==> config.mk <==
export PLATFORM = sky130hd
export DESIGN_NAME = supervisor_rst_irq
export DESIGN_NICKNAME = d
export VERILOG_FILES = /design/src/rtl/sup_pkg.sv /design/src/rtl/sup_cause_combine.sv /design/src/rtl/sup_tick_prescaler.sv /design/src/rtl/sup_reset_stretch.sv /design/src/rtl/supervisor_rst_irq.sv
export SDC_FILE = /design/constraint.sdc
export NUM_CORES = 1
export LEC_CHECK = 0
export ABC_AREA = 1
export BUFFER_PORTS_ARGS = -buffer_cell sky130_fd_sc_hd__buf_2
export CAP_MARGIN = 10
export CELL_PAD_IN_SITES_DETAIL_PLACEMENT = 1
export CELL_PAD_IN_SITES_GLOBAL_PLACEMENT = 2
export CORE_ASPECT_RATIO = 1.25
export CORE_MARGIN = 2
export CORE_UTILIZATION = 22
export CTS_CLUSTER_SIZE = 16
export DETAILED_ROUTE_END_ITERATION = 6
export GPL_TIMING_DRIVEN = 1
export PLACE_DENSITY = 0.83
export SETUP_SLACK_MARGIN = 0.4
export SLEW_MARGIN = 10
export SYNTH_ARGS = -nofsm -noshare
export SYNTH_HDL_FRONTEND = slang
export SYNTH_SLANG_ARGS = --single-unit
==> constraint.sdc <==
create_clock -name clk -period 2.6 [get_ports clk]
set_input_delay 0.26 -clock clk [delete_from_list [all_inputs] [get_ports clk]]
set_output_delay 0.26 -clock clk [all_outputs]
set_load 0.01 [all_outputs]
==> src/rtl/sup_pkg.sv <==
package sup_pkg;

    // Sampled cause pair feeding the two output paths.
    typedef struct packed {
        logic rst_req;
        logic irq_req;
    } sup_req_t;

    // Reset stretcher state.
    typedef enum logic {
        ST_IDLE = 1'b0,
        ST_HOLD = 1'b1
    } sup_state_e;

    // Timeout selection in ticks; a zero selection still gives one tick.
    function automatic int unsigned sel_to_ticks(input int unsigned sel);
        return (sel == 0) ? 1 : sel;
    endfunction

endpackage

==> src/rtl/sup_cause_combine.sv <==
module sup_cause_combine
    import sup_pkg::*;
#(
    parameter int unsigned NUM_CH = 4
) (
    input  logic              clk,
    input  logic              rst,
    input  logic [NUM_CH-1:0] mon_uv_i,
    input  logic [NUM_CH-1:0] mon_ov_i,
    input  logic [NUM_CH-1:0] rst_en_uv_i,
    input  logic [NUM_CH-1:0] rst_en_ov_i,
    input  logic [NUM_CH-1:0] irq_en_uv_i,
    input  logic [NUM_CH-1:0] irq_en_ov_i,
    input  logic              mrst_n_i,
    input  logic              wdog_expire_i,
    input  logic              ldog_expire_i,
    output sup_req_t          req_q
);

    logic [NUM_CH-1:0] ch_rst;
    logic [NUM_CH-1:0] ch_irq;
    sup_req_t          req_d;

    // Per-channel gating: monitors always run, masks pick the path.
    for (genvar i = 0; i < NUM_CH; i++) begin : g_ch
        assign ch_rst[i] = (mon_uv_i[i] & rst_en_uv_i[i]) | (mon_ov_i[i] & rst_en_ov_i[i]);
        assign ch_irq[i] = (mon_uv_i[i] & irq_en_uv_i[i]) | (mon_ov_i[i] & irq_en_ov_i[i]);
    end

    always_comb begin
        req_d.rst_req = ~mrst_n_i | (|ch_rst) | ldog_expire_i;
        req_d.irq_req = wdog_expire_i | (|ch_irq);
    end

    always_ff @(posedge clk) begin
        if (rst) begin
            req_q.rst_req <= 1'b1;
            req_q.irq_req <= 1'b0;
        end else begin
            req_q <= req_d;
        end
    end

    // with no reset enable bit set, monitor flags never reach the reset request
    a_r4_mask_gate: assert property (@(posedge clk) disable iff (rst)
        (rst_en_uv_i == '0 && rst_en_ov_i == '0 && mrst_n_i && !ldog_expire_i)
        |=> !req_q.rst_req);

endmodule

==> src/rtl/sup_tick_prescaler.sv <==
module sup_tick_prescaler #(
    parameter int unsigned DIV = 4
) (
    input  logic clk,
    input  logic rst,
    input  logic clr_i,
    output logic tick_o
);

    localparam int unsigned CW = (DIV > 1) ? $clog2(DIV) : 1;
    localparam logic [CW-1:0] LAST = CW'(DIV - 1);

    logic [CW-1:0] cnt_q;

    always_ff @(posedge clk) begin
        if (rst || clr_i) begin
            cnt_q <= '0;
        end else if (cnt_q == LAST) begin
            cnt_q <= '0;
        end else begin
            cnt_q <= cnt_q + 1'b1;
        end
    end

    assign tick_o = (cnt_q == LAST) && !clr_i;

    // Counter never leaves its range
    a_r3_pre_range: assert property (@(posedge clk) disable iff (rst)
        1'b1 |=> (cnt_q <= LAST));

endmodule

==> src/rtl/sup_reset_stretch.sv <==
module sup_reset_stretch
    import sup_pkg::*;
#(
    parameter int unsigned SEL_W = 4
) (
    input  logic             clk,
    input  logic             rst,
    input  logic             cause_i,
    input  logic [SEL_W-1:0] sel_i,
    input  logic             tick_i,
    output logic             pre_clr_o,
    output logic             drive_o
);

    sup_state_e       state_q;
    logic [SEL_W-1:0] ticks_q;
    logic [SEL_W-1:0] load_val;

    assign load_val = SEL_W'(sel_to_ticks(int'(sel_i)));

    always_ff @(posedge clk) begin
        if (rst) begin
            state_q <= ST_IDLE;
            ticks_q <= '0;
        end else if (cause_i) begin
            // Any live cause (re)loads the full timeout
            state_q <= ST_HOLD;
            ticks_q <= load_val;
        end else if (state_q == ST_HOLD && tick_i) begin
            if (ticks_q == SEL_W'(1)) begin
                state_q <= ST_IDLE;
                ticks_q <= '0;
            end else begin
                ticks_q <= ticks_q - 1'b1;
            end
        end
    end

    // Prescaler runs only while holding with no cause, so every hold is phase-aligned
    assign pre_clr_o = cause_i || (state_q == ST_IDLE);
    assign drive_o   = cause_i || (state_q == ST_HOLD);

    // reset stays asserted in the cycle after its cause clears
    a_r3_hold_after_fall: assert property (@(posedge clk) disable iff (rst)
        $fell(cause_i) |-> drive_o);

    // a live cause always leaves a nonzero tick count behind
    a_r9_load_nonzero: assert property (@(posedge clk) disable iff (rst)
        cause_i |=> (ticks_q != '0));

    // without a cause the count only goes down
    a_r8_count_down: assert property (@(posedge clk) disable iff (rst)
        (!cause_i && state_q == ST_HOLD) |=> (ticks_q <= $past(ticks_q)));

    // hold state and count agree
    a_r3_state_count: assert property (@(posedge clk) disable iff (rst)
        (state_q == ST_HOLD) |-> (ticks_q != '0));

endmodule

==> src/rtl/supervisor_rst_irq.sv <==
module supervisor_rst_irq
    import sup_pkg::*;
#(
    parameter int unsigned NUM_CH    = 4,
    parameter int unsigned SEL_W     = 4,
    parameter int unsigned PRESC_DIV = 4
) (
    input  logic              clk,
    input  logic              rst,
    input  logic [NUM_CH-1:0] mon_uv_i,
    input  logic [NUM_CH-1:0] mon_ov_i,
    input  logic [NUM_CH-1:0] rst_en_uv_i,
    input  logic [NUM_CH-1:0] rst_en_ov_i,
    input  logic [NUM_CH-1:0] irq_en_uv_i,
    input  logic [NUM_CH-1:0] irq_en_ov_i,
    input  logic              mrst_n_i,
    input  logic              wdog_expire_i,
    input  logic              ldog_expire_i,
    input  logic [SEL_W-1:0]  tmo_sel_i,
    output logic              rst_drive_o,
    output logic              irq_drive_o
);

    sup_req_t req_q;
    logic     tick;
    logic     pre_clr;

    sup_cause_combine #(.NUM_CH(NUM_CH)) u_comb (
        .clk           (clk),
        .rst           (rst),
        .mon_uv_i      (mon_uv_i),
        .mon_ov_i      (mon_ov_i),
        .rst_en_uv_i   (rst_en_uv_i),
        .rst_en_ov_i   (rst_en_ov_i),
        .irq_en_uv_i   (irq_en_uv_i),
        .irq_en_ov_i   (irq_en_ov_i),
        .mrst_n_i      (mrst_n_i),
        .wdog_expire_i (wdog_expire_i),
        .ldog_expire_i (ldog_expire_i),
        .req_q         (req_q)
    );

    sup_tick_prescaler #(.DIV(PRESC_DIV)) u_pre (
        .clk    (clk),
        .rst    (rst),
        .clr_i  (pre_clr),
        .tick_o (tick)
    );

    sup_reset_stretch #(.SEL_W(SEL_W)) u_stretch (
        .clk       (clk),
        .rst       (rst),
        .cause_i   (req_q.rst_req),
        .sel_i     (tmo_sel_i),
        .tick_i    (tick),
        .pre_clr_o (pre_clr),
        .drive_o   (rst_drive_o)
    );

    assign irq_drive_o = req_q.irq_req;

    // manual reset asserts reset one cycle later regardless of masks
    a_r2_manual: assert property (@(posedge clk) disable iff (rst)
        !mrst_n_i |=> rst_drive_o);

    // longdog expiry asserts reset
    a_r5_ldog: assert property (@(posedge clk) disable iff (rst)
        ldog_expire_i |=> rst_drive_o);

    // watchdog expiry asserts the interrupt
    a_r7_wdog: assert property (@(posedge clk) disable iff (rst)
        wdog_expire_i |=> irq_drive_o);

    // no enabled interrupt cause means no interrupt one cycle later
    a_r6_irq_quiet: assert property (@(posedge clk) disable iff (rst)
        (!wdog_expire_i && (mon_uv_i & irq_en_uv_i) == '0 && (mon_ov_i & irq_en_ov_i) == '0)
        |=> !irq_drive_o);

endmodule

==> flow_metrics.tcl, run 1 <==
set metrics [dict create \
    status "complete, no violations" \
    first_global_vias 720 \
    start_kind "flop" \
    p_clk_share_pct 33.9 \
    grt_remaining_overflow 0 \
    yosysTopAreaCell "dfxtp_1" \
    tightestPinTransition_ps 416 \
    ys_seq_area_share_pct 28.7 \
    fin_nets 169 \
    routabilityCongestion 0.765 \
    syn_area_per_cell_um2 6.60 \
    setup.worst_path.end_class "output port" \
    cts_root_buffer "clkbuf_4" \
    slew-limit-headroom_pct 72.2 \
    path_max_fanout 9 \
    die_w_um 51.7 \
    p_switching_mw 0.0938 \
    cts_tree "done" \
    clk_latency_ps 260 \
    final_util_pct 31.6 \
    vias 710 \
    num_antenna_cells 0 \
    ant_nets 0 \
    p_per_area_mw_per_mm2 387 \
    sw_frac_of_total_pct 28.3 \
    rsz0062_at_grt "no" \
    post-dp-hpwl_mm 1.51 \
    grt_pass1_wl_mm 2.82 \
    wl_mm 1.71 \
    crit_type "reg -> out" \
    rr_worst_depth 5 \
    routedWlPerCell_um 10.3 \
    die-area_mm2 0.00330 \
    required_ps 2340 \
    arrival_ps 1180 \
    setup_viol 0 \
    die_y_um 63.7 \
    row_count 21 \
    slowest_delay_ps 430 \
    path_cells "or2_2 > buf_2" \
    syn-cell-area_um2 627 \
    crit_buf_inv 1 \
    post_drt_via_cell_ratio 4.28 \
    ys_warn_count 0 \
    cts_hold_buf 0 \
    core-area_mm2 0.00271 \
    hold_violations 0 \
    fmax_mhz 695 \
    initial_utilization_pct 23.2 \
    hold_depth 3 \
    antenna_found_initial 0 \
    ir_drop_mv 0.146 \
    first_pass_iters 5 \
    finalSetupTns_ps 0 \
    cts_setup_buffers 0 \
    remaining_drc_errors 0 \
    port_buffers 34 \
    cap_violations 0 \
    cts_buffer_depth 2 \
    synth_top_area_share_pct 28.7 \
    worstSetupPathDepth 2 \
    initialDrtViolationCount 6 \
    synthesis.nets 131 \
    critPathTopFamily "flip-flops" \
    min_path_type "in -> reg" \
    comb_power_share_pct 21.1 \
    p_int_mw 0.237 \
    ctsResizeCount 0 \
    htree_levels 1 \
    cts_buffers 3 \
    synthTopCellsByArea "dfxtp_1 29%, nand2_1 19%, inv_1 7.2%, ha_1 6.0%, nor2_1 6.0%" \
    grt_use_total_pct 11.4 \
    p_leak_nw 0.458 \
    slew_violations 0 \
    io_pins 35 \
    drive_gt1_share_pct 37.1 \
    areaGrowthSynthToFinish_pct 36.3 \
    seq_power_share_pct 45.0 \
    final.period_utilization_pct 55.3 \
    clock_skew_ps 0.164 \
    synth_seq_cells 9 \
    clkSinkCount 9 \
    yosysUniqueCellTypes 23 \
    grt_max_degree 10 \
    synthCells 95 \
    period_needed_ps 1440 \
    crit_slowest_cell "dfxtp_1" \
    path_clk_slew_ps 70 \
]
[through the flow]
stage	instance area, um^2	cells	power (mW)	worst slack, ps	hold WS (ps)
2_1_floorplan	627	95	0.186	1520	322
3_3_place_gp	828	162	0.221	1460	407
3_5_place_dp	828	162	0.223	1370	419
4_1_cts	855	166	0.337	1150	200
5_1_grt	855	166	0.356	1100	210
6_report	855	166	0.331	1160	205
[cell usage in the layout (no fill, tap or decap), drive strengths merged]
cell type / instances
inv: 14
o21ai: 4
nand3: 5
nor3: 1
a211oi: 1
nand2: 35
dfxtp: 9
buf: 34
ha: 3
nand4: 3
nor2: 12
clkbuf: 4
or2: 1
a21oi: 6
[worst paths after layout]
kind / from / to / slack (ps)
max: u_comb.req_q[1]$_SDFF_PP1_ / rst_drive_o / 1160
min: ldog_expire_i / u_comb.req_q[1]$_SDFF_PP1_ / 210
max reg2reg: u_stretch.ticks_q[0]$_SDFFE_PP0P_ / u_stretch.ticks_q[1]$_SDFFE_PP0P_ / 1360
min reg2reg: u_pre.cnt_q[0]$_SDFF_PP0_ / u_pre.cnt_q[0]$_SDFF_PP0_ / 420
[flip-flops by register name (all words and copies together), names as in the netlist]
| signal | count |
|---|---|
| u_pre.cnt_q | 2 |
| u_stretch.ticks_q | 4 |
| u_comb.req_q | 2 |
| u_stretch.state_q | 1 |
[worst min-delay path: stages]
cell,delay (ps)
buf_2,80
a211oi_1,40
nand3_1,60
[cell type report]
| cell class | instances | area [um^2] |
|---|---|---|
| clock buffers | 4 | 26.3 |
| fillers | 372 | 1850 |
| inverters | 14 | 62.6 |
| multi-input cells | 71 | 373 |
| flip-flops and latches | 9 | 180 |
| well taps | 34 | 42.5 |
| repair buffers | 34 | 170 |
[synthesized netlist by cell type (all sizes together)]
cell	count
nor3	1
ha	3
dfxtp	9
nor2	12
a211oi	1
nand4	3
buf	1
inv	14
or2	1
a21oi	6
nand2	35
o21ai	4
nand3	5
[power groups by stage]
stage          registers [mW]  logic, mW  clock network [mW]
5_1_grt                 0.150     0.0794               0.127
6_report                0.149     0.0697               0.112
4_1_cts                 0.149     0.0712               0.116
3_5_place_dp            0.152     0.0711                   0
2_1_floorplan           0.151     0.0350                   0
3_3_place_gp            0.152     0.0691                   0
[layer usage]
metal	vias up	share of wire, %	global-route usage [%]
met5	-	0	0
met4	0	0.47	4.93
met3	2	6.5	1.42
met2	34	49	20.0
met1	297	44	13.3
li1	377	-	-
[cell families (layout without fill, tap and decap cells)]
| kind of cell | after synthesis | count (layout) | synth area share, % |
|---|---|---|---|
| buf+inv | 15 | 52 | 11.8 |
| simple gates | 57 | 57 | 43.1 |
| flops | 9 | 9 | 28.7 |
| fa+ha+maj | 3 | 3 | 5.99 |
| compound gates | 11 | 11 | 10.4 |
(Power assumes the default switching activity.)
==> run 2, diff against run 1 <==
--- a/config.mk
+++ b/config.mk
@@ -12,11 +12,11 @@
 export CELL_PAD_IN_SITES_GLOBAL_PLACEMENT = 2
 export CORE_ASPECT_RATIO = 1.25
 export CORE_MARGIN = 2
-export CORE_UTILIZATION = 22
+export CORE_UTILIZATION = 20
 export CTS_CLUSTER_SIZE = 16
 export DETAILED_ROUTE_END_ITERATION = 6
 export GPL_TIMING_DRIVEN = 1
-export PLACE_DENSITY = 0.83
+export PLACE_DENSITY = 0.77
 export SETUP_SLACK_MARGIN = 0.4
 export SLEW_MARGIN = 10
 export SYNTH_ARGS = -nofsm -noshare
==> constraint.sdc (replaced) <==
create_clock -name clk -period 1.4 [get_ports clk]
set_input_delay 0.14 -clock clk [delete_from_list [all_inputs] [get_ports clk]]
set_output_delay 0.14 -clock clk [all_outputs]
set_load 0.01 [all_outputs]
==> run 2 against run 1 <==
Register-to-register slack got worse by 1000 ps. Critical path depth is the same. Global-route usage is 0.20 points higher. First-iteration DRC count decreased by 33%. Sequential power rose by 85%. Largest cell class unchanged. Largest power group unchanged.
==> flow_metrics.tcl, run 2 (same netlist as run 1, synthesis figures left out) <==
set metrics [dict create \
    largest_reg_flops 4 \
    port_buffers 34 \
    num_antenna_cells 0 \
    p_per_area_mw_per_mm2 666 \
    slew_violations 0 \
    min_path_type "in -> reg" \
    setup_viol 0 \
    routedWlPerCell_um 9.90 \
    antenna_found_initial 0 \
    initial_utilization_pct 21.1 \
    seq_power_share_pct 43.2 \
    clk_latency_ps 270 \
    start_kind "flop" \
    fin_nets 173 \
    cts_hold_buf 0 \
    grt_remaining_overflow 0 \
    timing.rr.start "u_comb.req_q[1]$_SDFF_PP1_" \
    path_cells "or2_4 > buf_6" \
    slew-limit-headroom_pct 87.3 \
    routabilityCongestion 0.772 \
    post_drt_via_cell_ratio 4.18 \
    mostFrequentLayoutCells "33 x buf_2, 29 x nand2_1, 10 x nor2_1" \
    status "complete, no violations" \
    fmax_mhz 904 \
    sw_frac_of_total_pct 29.1 \
    finalSetupTns_ps 0 \
    crit_type "reg -> out" \
    grt_pass1_wl_mm 2.93 \
    ir_drop_mv 0.263 \
    io_pins 35 \
    tightestPinTransition_ps 190 \
    clkSinkCount 9 \
    remaining_drc_errors 0 \
    hold_depth 3 \
    cts_root_buffer "clkbuf_4" \
    regArea_um2 191 \
    post-dp-hpwl_mm 1.42 \
    core-area_mm2 0.00297 \
    cts_buffer_depth 2 \
    final.period_utilization_pct 79.1 \
    multiInputGateArea_um2 427 \
    path_max_fanout 2 \
    top_regs "u_stretch.ticks_q x4, u_comb.req_q x2, u_pre.cnt_q x2" \
    p_clk_share_pct 33.4 \
    die-area_mm2 0.00360 \
    ant_nets 0 \
    clock_skew_ps 2.51 \
    crit_slowest_cell "dfxtp_4" \
    min_to "u_comb.req_q[1]$_SDFF_PP1_" \
    p_leak_nw 0.491 \
    grt_use_total_pct 11.6 \
    grt_max_degree 9 \
    drive_gt1_share_pct 49.3 \
    cts_tree "done" \
    vias 719 \
    comb_power_share_pct 23.5 \
    regMostFlops "u_stretch.ticks_q" \
    cap_violations 0 \
    dp_slack_ps 271 \
    fill_cells 381 \
    path_clk_slew_ps 60 \
    htree_levels 1 \
    arrival_ps 970 \
    p_switching_mw 0.187 \
    regToRegSetupSlack_ps 350 \
    final_common_cell "buf_2" \
    rr_worst_depth 8 \
    required_ps 1260 \
    rsz0062_at_grt "yes" \
    hold_violations 0 \
    first_global_vias 764 \
    first_pass_iters 4 \
    cts_buffers 3 \
    min-delay-start "ldog_expire_i" \
    period_needed_ps 1110 \
    setup.worst_path.end_class "output port" \
    row_count 22 \
    areaGrowthSynthToFinish_pct 53.3 \
    die_y_um 66.6 \
    slowest_delay_ps 340 \
    wl_mm 1.70 \
    p_int_mw 0.454 \
    reg2reg_to "u_stretch.ticks_q[0]$_SDFFE_PP0P_" \
    initialDrtViolationCount 4 \
    die_w_um 54.1 \
    fin_ws_ps 293 \
]
-- run 2: worst max-delay path, delay by kind of cell (launching register included) --
| family | cells | cell delay (ps) |
|---|---|---|
| buffers and inverters | 1 | 120 |
| flip-flops | 1 | 340 |
| AND/OR/NAND/NOR | 1 | 230 |
-- run 2: per-stage QoR --
stage,power (mW),hold slack (ps),cell area (um^2),cells,utilization (%)
finish,0.640,65.8,961,172,32.3
CTS,0.644,74.8,958,172,32.2
detailed placement,0.416,353,840,164,28.2
global placement,0.412,345,840,164,28.2
floorplan,0.348,202,636,95,-
global route,0.694,83.2,961,172,32.3
-- run 2: worst max-delay path by stage --
stage	to	start	cells past startpoint	slack [ps]
2_1_floorplan	u_stretch.ticks_q[0]$_SDFFE_PP0P_	u_pre.cnt_q[0]$_SDFF_PP0_	8	400
5_1_grt	rst_drive_o	u_comb.req_q[1]$_SDFF_PP1_	2	250
6_report	rst_drive_o	u_comb.req_q[1]$_SDFF_PP1_	2	290
3_3_place_gp	u_stretch.ticks_q[0]$_SDFFE_PP0P_	u_comb.req_q[1]$_SDFF_PP1_	7	290
4_1_cts	rst_drive_o	u_comb.req_q[1]$_SDFF_PP1_	2	290
3_5_place_dp	u_stretch.ticks_q[0]$_SDFFE_PP0P_	u_comb.req_q[1]$_SDFF_PP1_	7	270
-- run 2: per-layer routing --
layer / global-route usage, % / part of all wire (%) / up-vias
li1: - / - / 380
met1: 10.4 / 37 / 305
met2: 21.6 / 53 / 30
met3: 2.24 / 6.5 / 4
met4: 8.44 / 3.1 / 0
met5: 0 / 0 / -
-- run 2: final cells by class --
| class | count | area share (%) |
|---|---|---|
| Clock buffer | 4 | 2.73 |
| Sequential cell | 9 | 19.9 |
| Multi-Input combinational cell | 71 | 44.4 |
| Timing Repair Buffer | 38 | 21.5 |
| Tap cell | 36 | 4.69 |
| Inverter | 14 | 6.77 |
-- run 2: power groups by stage --
stage	clock network [mW]	registers (mW)	logic, mW
4_1_cts	0.216	0.276	0.152
6_report	0.214	0.276	0.150
3_5_place_dp	0	0.284	0.131
3_3_place_gp	0	0.284	0.128
2_1_floorplan	0	0.282	0.0660
5_1_grt	0.245	0.278	0.171
-- run 2: repair_timing --
item | CTS | global route
setup endpoints to repair | 6 | 8
setup buffers | 4 | 0
pin swaps | 5 | 3
gates resized for setup | 16 | 2
